`config.mk`:
```
export PLATFORM = sky130hd
export DESIGN_NAME = sym_mii_clkdiv
export DESIGN_NICKNAME = d
export VERILOG_FILES = /design/src/rtl/sym_div_pkg.sv /design/src/rtl/sym_div_counter.sv /design/src/rtl/sym_align_ctrl.sv /design/src/rtl/sym_mii_clkdiv.sv
export SDC_FILE = /design/constraint.sdc
export NUM_CORES = 1
export LEC_CHECK = 0
export BUFFER_PORTS_ARGS = -buffer_cell sky130_fd_sc_hd__buf_2
export CAP_MARGIN = 20
export CORE_AREA = 5 5 42 44
export CTS_CLUSTER_SIZE = 14
export DETAILED_ROUTE_END_ITERATION = 12
export DIE_AREA = 0 0 47 49
export SLEW_MARGIN = 0
export SYNTH_ARGS = -nofsm -noshare
export SYNTH_HDL_FRONTEND = slang
export SYNTH_SLANG_ARGS = --single-unit
```
`constraint.sdc`:
```
create_clock -name clk -period 1.2 [get_ports clk]
set_input_delay 0.06 -clock clk [delete_from_list [all_inputs] [get_ports clk]]
set_output_delay 0.06 -clock clk [all_outputs]
set_load 0.1 [all_outputs]
```
`src/rtl/sym_div_pkg.sv`:
```
package sym_div_pkg;

   typedef enum logic [0:0] {
      ST_HUNT = 1'b0,
      ST_LOCK = 1'b1
   } align_st_e;

   function automatic int phase_width(input int div);
      return (div <= 2) ? 1 : $clog2(div);
   endfunction

endpackage

```
`src/rtl/sym_div_counter.sv`:
```
module sym_div_counter #(
   parameter  int DIV    = 5,
   parameter  bit CE_REG = 1'b1,
   localparam int PW     = sym_div_pkg::phase_width(DIV)
) (
   input  logic          clk,
   input  logic          rst_n,
   input  logic          load,
   output logic [PW-1:0] cnt,
   output logic          ce
);

   localparam logic [PW-1:0] LAST = PW'(DIV - 1);
   localparam logic [PW-1:0] ONE  = PW'(1);

   generate
      if (DIV < 2) begin : g_bad_div
         $error("sym_div_counter: DIV must be at least 2");
      end
   endgenerate

   logic [PW-1:0] cnt_q;
   logic [PW-1:0] cnt_nxt;

   always_comb begin
      if (load)
         cnt_nxt = ONE;
      else if (cnt_q == LAST)
         cnt_nxt = '0;
      else
         cnt_nxt = cnt_q + ONE;
   end

   always_ff @(posedge clk or negedge rst_n) begin
      if (!rst_n)
         cnt_q <= '0;
      else
         cnt_q <= cnt_nxt;
   end

   assign cnt = cnt_q;

   generate
      if (CE_REG) begin : g_ce_reg
         logic ce_q;
         always_ff @(posedge clk or negedge rst_n) begin
            if (!rst_n)
               ce_q <= 1'b1;
            else
               ce_q <= (cnt_nxt == '0);
         end
         assign ce = ce_q;
      end else begin : g_ce_dec
         assign ce = (cnt_q == '0);
      end
   endgenerate

   AST_CNT_RANGE: assert property (@(posedge clk) disable iff (!rst_n)
      cnt_q <= LAST);
   AST_CE_NO_B2B: assert property (@(posedge clk) disable iff (!rst_n)
      ce |=> !ce);
   AST_CE_ON_ZERO: assert property (@(posedge clk) disable iff (!rst_n)
      ce == (cnt_q == '0));
   AST_LOAD_RESTART: assert property (@(posedge clk) disable iff (!rst_n)
      load |=> (cnt_q == ONE) && !ce);

endmodule

```
`src/rtl/sym_align_ctrl.sv`:
```
module sym_align_ctrl #(
   parameter  int DIV = 5,
   localparam int PW  = sym_div_pkg::phase_width(DIV)
) (
   input  logic          clk,
   input  logic          rst_n,
   input  logic          link_up,
   input  logic          sym_bound,
   input  logic [PW-1:0] cnt,
   output logic          load,
   output logic          aligned,
   output logic [PW-1:0] phase,
   output logic          slip
);

   import sym_div_pkg::*;

   localparam logic [PW-1:0] LAST = PW'(DIV - 1);

   align_st_e     state_q;
   logic [PW-1:0] phase_q;
   logic          slip_q;
   logic          off_phase;

   assign off_phase = (cnt != '0);
   assign load      = link_up && sym_bound && ((state_q == ST_HUNT) || off_phase);

   always_ff @(posedge clk or negedge rst_n) begin
      if (!rst_n) begin
         state_q <= ST_HUNT;
         phase_q <= '0;
         slip_q  <= 1'b0;
      end else if (!link_up) begin
         state_q <= ST_HUNT;
         phase_q <= '0;
         slip_q  <= 1'b0;
      end else if (load) begin
         state_q <= ST_LOCK;
         phase_q <= cnt;
         if (state_q == ST_LOCK)
            slip_q <= 1'b1;
      end
   end

   assign aligned = (state_q == ST_LOCK);
   assign phase   = phase_q;
   assign slip    = slip_q;

   AST_PHASE_RANGE: assert property (@(posedge clk) disable iff (!rst_n)
      phase_q <= LAST);
   AST_PHASE_CAPTURE: assert property (@(posedge clk) disable iff (!rst_n)
      (link_up && sym_bound && !aligned) |=> (phase_q == $past(cnt)));
   AST_FIRST_LOCK: assert property (@(posedge clk) disable iff (!rst_n)
      (link_up && sym_bound) |=> aligned);
   AST_DROP_UNLOCK: assert property (@(posedge clk) disable iff (!rst_n)
      !link_up |=> !aligned);
   AST_DOWN_STROBE: assert property (@(posedge clk) disable iff (!rst_n)
      (!link_up && sym_bound) |=> (phase_q == '0));
   AST_ON_PHASE_IGNORED: assert property (@(posedge clk) disable iff (!rst_n)
      (link_up && sym_bound && aligned && !off_phase) |=> ($stable(phase_q) && $stable(slip_q)));
   AST_SLIP_SET: assert property (@(posedge clk) disable iff (!rst_n)
      (link_up && sym_bound && aligned && off_phase) |=> slip_q);
   AST_SLIP_STICKY: assert property (@(posedge clk) disable iff (!rst_n)
      (slip_q && link_up) |=> slip_q);
   AST_DROP_CLEARS: assert property (@(posedge clk) disable iff (!rst_n)
      !link_up |=> (!slip_q && phase_q == '0));

endmodule

```
`src/rtl/sym_mii_clkdiv.sv`:
```
module sym_mii_clkdiv #(
   parameter  int DIV    = 5,
   parameter  bit CE_REG = 1'b1,
   localparam int PW     = sym_div_pkg::phase_width(DIV)
) (
   input  logic          clk,
   input  logic          rst_n,
   input  logic          link_up,
   input  logic          sym_bound,
   output logic          mii_ce,
   output logic [PW-1:0] phase_idx,
   output logic          aligned,
   output logic          slip
);

   generate
      if (DIV < 2) begin : g_bad_div
         $error("sym_mii_clkdiv: DIV must be at least 2 (R10)");
      end
      if (PW < 1) begin : g_bad_pw
         $error("sym_mii_clkdiv: phase width must be at least 1 (R10)");
      end
   endgenerate

   logic [PW-1:0] cnt;
   logic          load;

   sym_div_counter #(
      .DIV    (DIV),
      .CE_REG (CE_REG)
   ) u_cnt (
      .clk   (clk),
      .rst_n (rst_n),
      .load  (load),
      .cnt   (cnt),
      .ce    (mii_ce)
   );

   sym_align_ctrl #(
      .DIV (DIV)
   ) u_align (
      .clk       (clk),
      .rst_n     (rst_n),
      .link_up   (link_up),
      .sym_bound (sym_bound),
      .cnt       (cnt),
      .load      (load),
      .aligned   (aligned),
      .phase     (phase_idx),
      .slip      (slip)
   );

   AST_ALIGNED_ONLY_UP: assert property (@(posedge clk) disable iff (!rst_n)
      (aligned && !$past(aligned)) |-> $past(link_up));

endmodule

```
==> flow_metrics.env <==
export IMPL_status="finished clean"
export IMPL_post_route_period_util=0.968
export IMPL_power_frac_comb=0.540
export IMPL_skew_ns=0.000164
export IMPL_globalRouteTotalUtil=0.0959
export IMPL_worstReg2RegStart="u_cnt.cnt[0]$_DFF_PN0_"
export IMPL_busiest_layer="met2"
export IMPL_hold_path_class="primary input to flop"
export IMPL_finalSetupViolCount=0
export IMPL_tns_ns=0
export IMPL_syn_num_nets=42
export IMPL_fmax_mhz=861
export IMPL_clock_sinks=9
export IMPL_rsz0062_at_grt="true"
export IMPL_wirelength_um=890
export IMPL_fp_dieW_um=47
export IMPL_finalMaxSlewViolations=0
export IMPL_dp_hpwl_um=616
export IMPL_maxCapViolCount=0
export IMPL_area_delta_synth_final_pct=42.6
export IMPL_seq_area_frac_synth=0.539
export IMPL_path_buf_inv=1
export IMPL_fin_ws_ns=0.0384
export IMPL_max_stage_delay_ns=0.38
export IMPL_io_buffers=9
export IMPL_synth_async_reset_ratio=1.00
export IMPL_path_clk_slew_ns=0.06
export IMPL_yosys_cell_count_top_type="dfrtp_1"
export IMPL_whs_ns=0.0841
export IMPL_dieArea_um2=2300
export IMPL_worstPathRequired_ns=1.37
export IMPL_cp_top_family="flip-flops"
export IMPL_hold_viol_final=0
export IMPL_antenna_cells=0
export IMPL_ys_top_cells_by_count="dfrtp_1 (8), nand2_1 (3), nor2b_1 (3)"
export IMPL_syn_inst=36
export IMPL_synth_area_per_cell_um2=11.7
export IMPL_hold_start="link_up"
export IMPL_top_level_ports=10
export IMPL_p_leak_nw=0.265
export IMPL_finalPower_mw=1.52
export IMPL_overflow=0
export IMPL_yosysUniqueCellTypes=20
export IMPL_yosysTopAreaCell="dfrtp_1"
export IMPL_synth_warnings=0
export IMPL_antenna_found_initial=0
export IMPL_switching_share=0.449
export IMPL_vias_per_cell=4.57
export IMPL_cts_tree="built"
export IMPL_grt_pass1_vias=363
export IMPL_worst_pin_slew_ns=0.489
export IMPL_rows=14
export IMPL_clockRootBuffer="clkbuf_4"
export IMPL_use_met3=0.0258
export IMPL_internal_power_uw=837
export IMPL_h_tree_depth=1
export IMPL_final_nets=60
export IMPL_dp_cells=64
export IMPL_synth_edf_count=0
export IMPL_grt_use_met1=0.118
export IMPL_crit_type="flop to flop"
export IMPL_core_um2=1400
export IMPL_ys_ff_latch=9
export IMPL_crit_arrival_ns=1.33
export IMPL_pwr_share_seq=0.311
export IMPL_min_period_ns=1.16
export IMPL_gp_congestion=0.793
export IMPL_wl_per_cell_um=12.9
export IMPL_power_density_nw_per_um2=2540
export IMPL_vdd_drop_max_uv=1100
export IMPL_critical_path_slowest_cell="dfrtp_1"
export IMPL_vias=315
export IMPL_worstSetupStartpointType="flop"
export IMPL_met2_usage=0.152
export IMPL_drt_initial_drc_count=6
export IMPL_crit_path_end_kind="flop"
export IMPL_initial_core_util=0.300
export IMPL_syn_area_um2=420
export IMPL_crit_chain="inv_2, ha_4, a31oi_4, mux2i_1"
export IMPL_synthTopCellsByArea="dfrtp_1 (48%), dfstp_2 (6.3%), ha_1 (6.0%)"
export IMPL_startpoint="u_cnt.cnt[0]$_DFF_PN0_"
export IMPL_clock_path_buffers=2
export IMPL_dieHeight_um=49
export IMPL_pre_cts_ws_ns=-0.0589
export IMPL_relSlewSlack=0.676
export IMPL_instances_no_fill=69
export IMPL_grt_pass1_wl_um=1570
export IMPL_first_pass_iters=4
export IMPL_cts_buffers=3
export IMPL_postRouteAntennaNets=0
export IMPL_clock_latency_ns=0.25
export IMPL_drive_gt1_frac=0.509
export IMPL_grt_max_degree=10
export IMPL_synthFlopType="dfrtp_1"
export IMPL_synth_top_area_share=0.476
export IMPL_drc_errors=0
export IMPL_cp_max_fo=6
export IMPL_p_sw_uw=682
export IMPL_p_clk_frac=0.150
## layout make-up
cell class	count	area [um2]
Inverter	3	11.3
Fill cell	136	802
Clock buffer	4	26.3
Timing Repair Buffer	13	108
Multi-Input combinational cell	24	200
Sequential cell	9	234
Tap cell	16	20.0
## layer usage
| layer | routed length, um | part of all wire |
|---|---|---|
| met1 | 394 | 0.44 |
| met2 | 445 | 0.50 |
| met3 | 40 | 0.045 |
| met4 | 10 | 0.011 |
| met5 | 0 | 0 |
## what timing repair did
item | CTS | global route
pin swaps | 1 | 3
cloned | 0 | 0
resized for setup | 2 | 2
endpoints found under the hold margin | 9 | 0
setup endpoints to repair | 4 | 4
buffers inserted | 0 | 0
hold buffers | 1 | 0
## power groups by stage
stage | Clock (mW) | Sequential, mW | Combinational (mW)
2_1_floorplan | 0 | 0.729 | 0.272
3_3_place_gp | 0 | 0.468 | 0.749
3_5_place_dp | 0 | 0.468 | 0.758
4_1_cts | 0.234 | 0.466 | 0.808
5_1_grt | 0.250 | 0.483 | 0.876
6_report | 0.227 | 0.472 | 0.820
## cell families (layout without fill, tap and decap cells)
| family | count (synthesis) | in the layout | synth area share |
|---|---|---|---|
| multiplexers | 2 | 2 | 0.0476 |
| adder cells (fa/ha/maj) | 2 | 2 | 0.0595 |
| XOR/XNOR | 1 | 1 | 0.0208 |
| flip-flops | 9 | 9 | 0.539 |
| AO/OA/AOI/OAI | 8 | 8 | 0.167 |
| AND/OR/NAND/NOR | 11 | 11 | 0.140 |
| buffers and inverters | 3 | 20 | 0.0268 |
## per-stage QoR
step                instance area, um2   util
floorplan                          430      -
global placement                   548  0.391
detailed placement                 548  0.391
CTS                                594  0.424
global route                       599  0.428
finish                             599  0.428
## sequential cells by signal (all words and copies together), names as in the netlist
register         flops
u_align.phase        3
u_cnt.cnt            3
u_align.aligned      1
u_align.slip         1
u_cnt.ce             1
## worst paths after layout
check	depth (start not counted)	to	slack, ns
worst min-delay path	2	u_align.aligned$_DFFE_PN0P_	0.08
max in group asynchronous	2	u_cnt.ce$_DFF_PN1_	0.77
worst min register to register	2	u_align.slip$_DFFE_PN0P_	0.52
worst max register to register	4	u_align.phase[0]$_DFFE_PN0P_	0.04
worst max-delay path	4	u_align.phase[0]$_DFFE_PN0P_	0.04
min in group asynchronous	2	u_cnt.cnt[0]$_DFF_PN0_	0.19
## cells in the final DEF, fill, tap and decap left out, drive strengths merged
master        n
buf          12
dfrtp         8
clkbuf        4
inv           3
nand2         3
nor2b         3
a21oi         2
mux2i         2
a31oi         2
a22oi         2
ha            2
or2           1
nor3b         1
nor2          1
xnor2         1
nor3          1
nand2b        1
a21bo         1
o21a          1
dlygate4sd3   1
dfstp         1
Note: power is estimated with default switching activity, not from simulation.
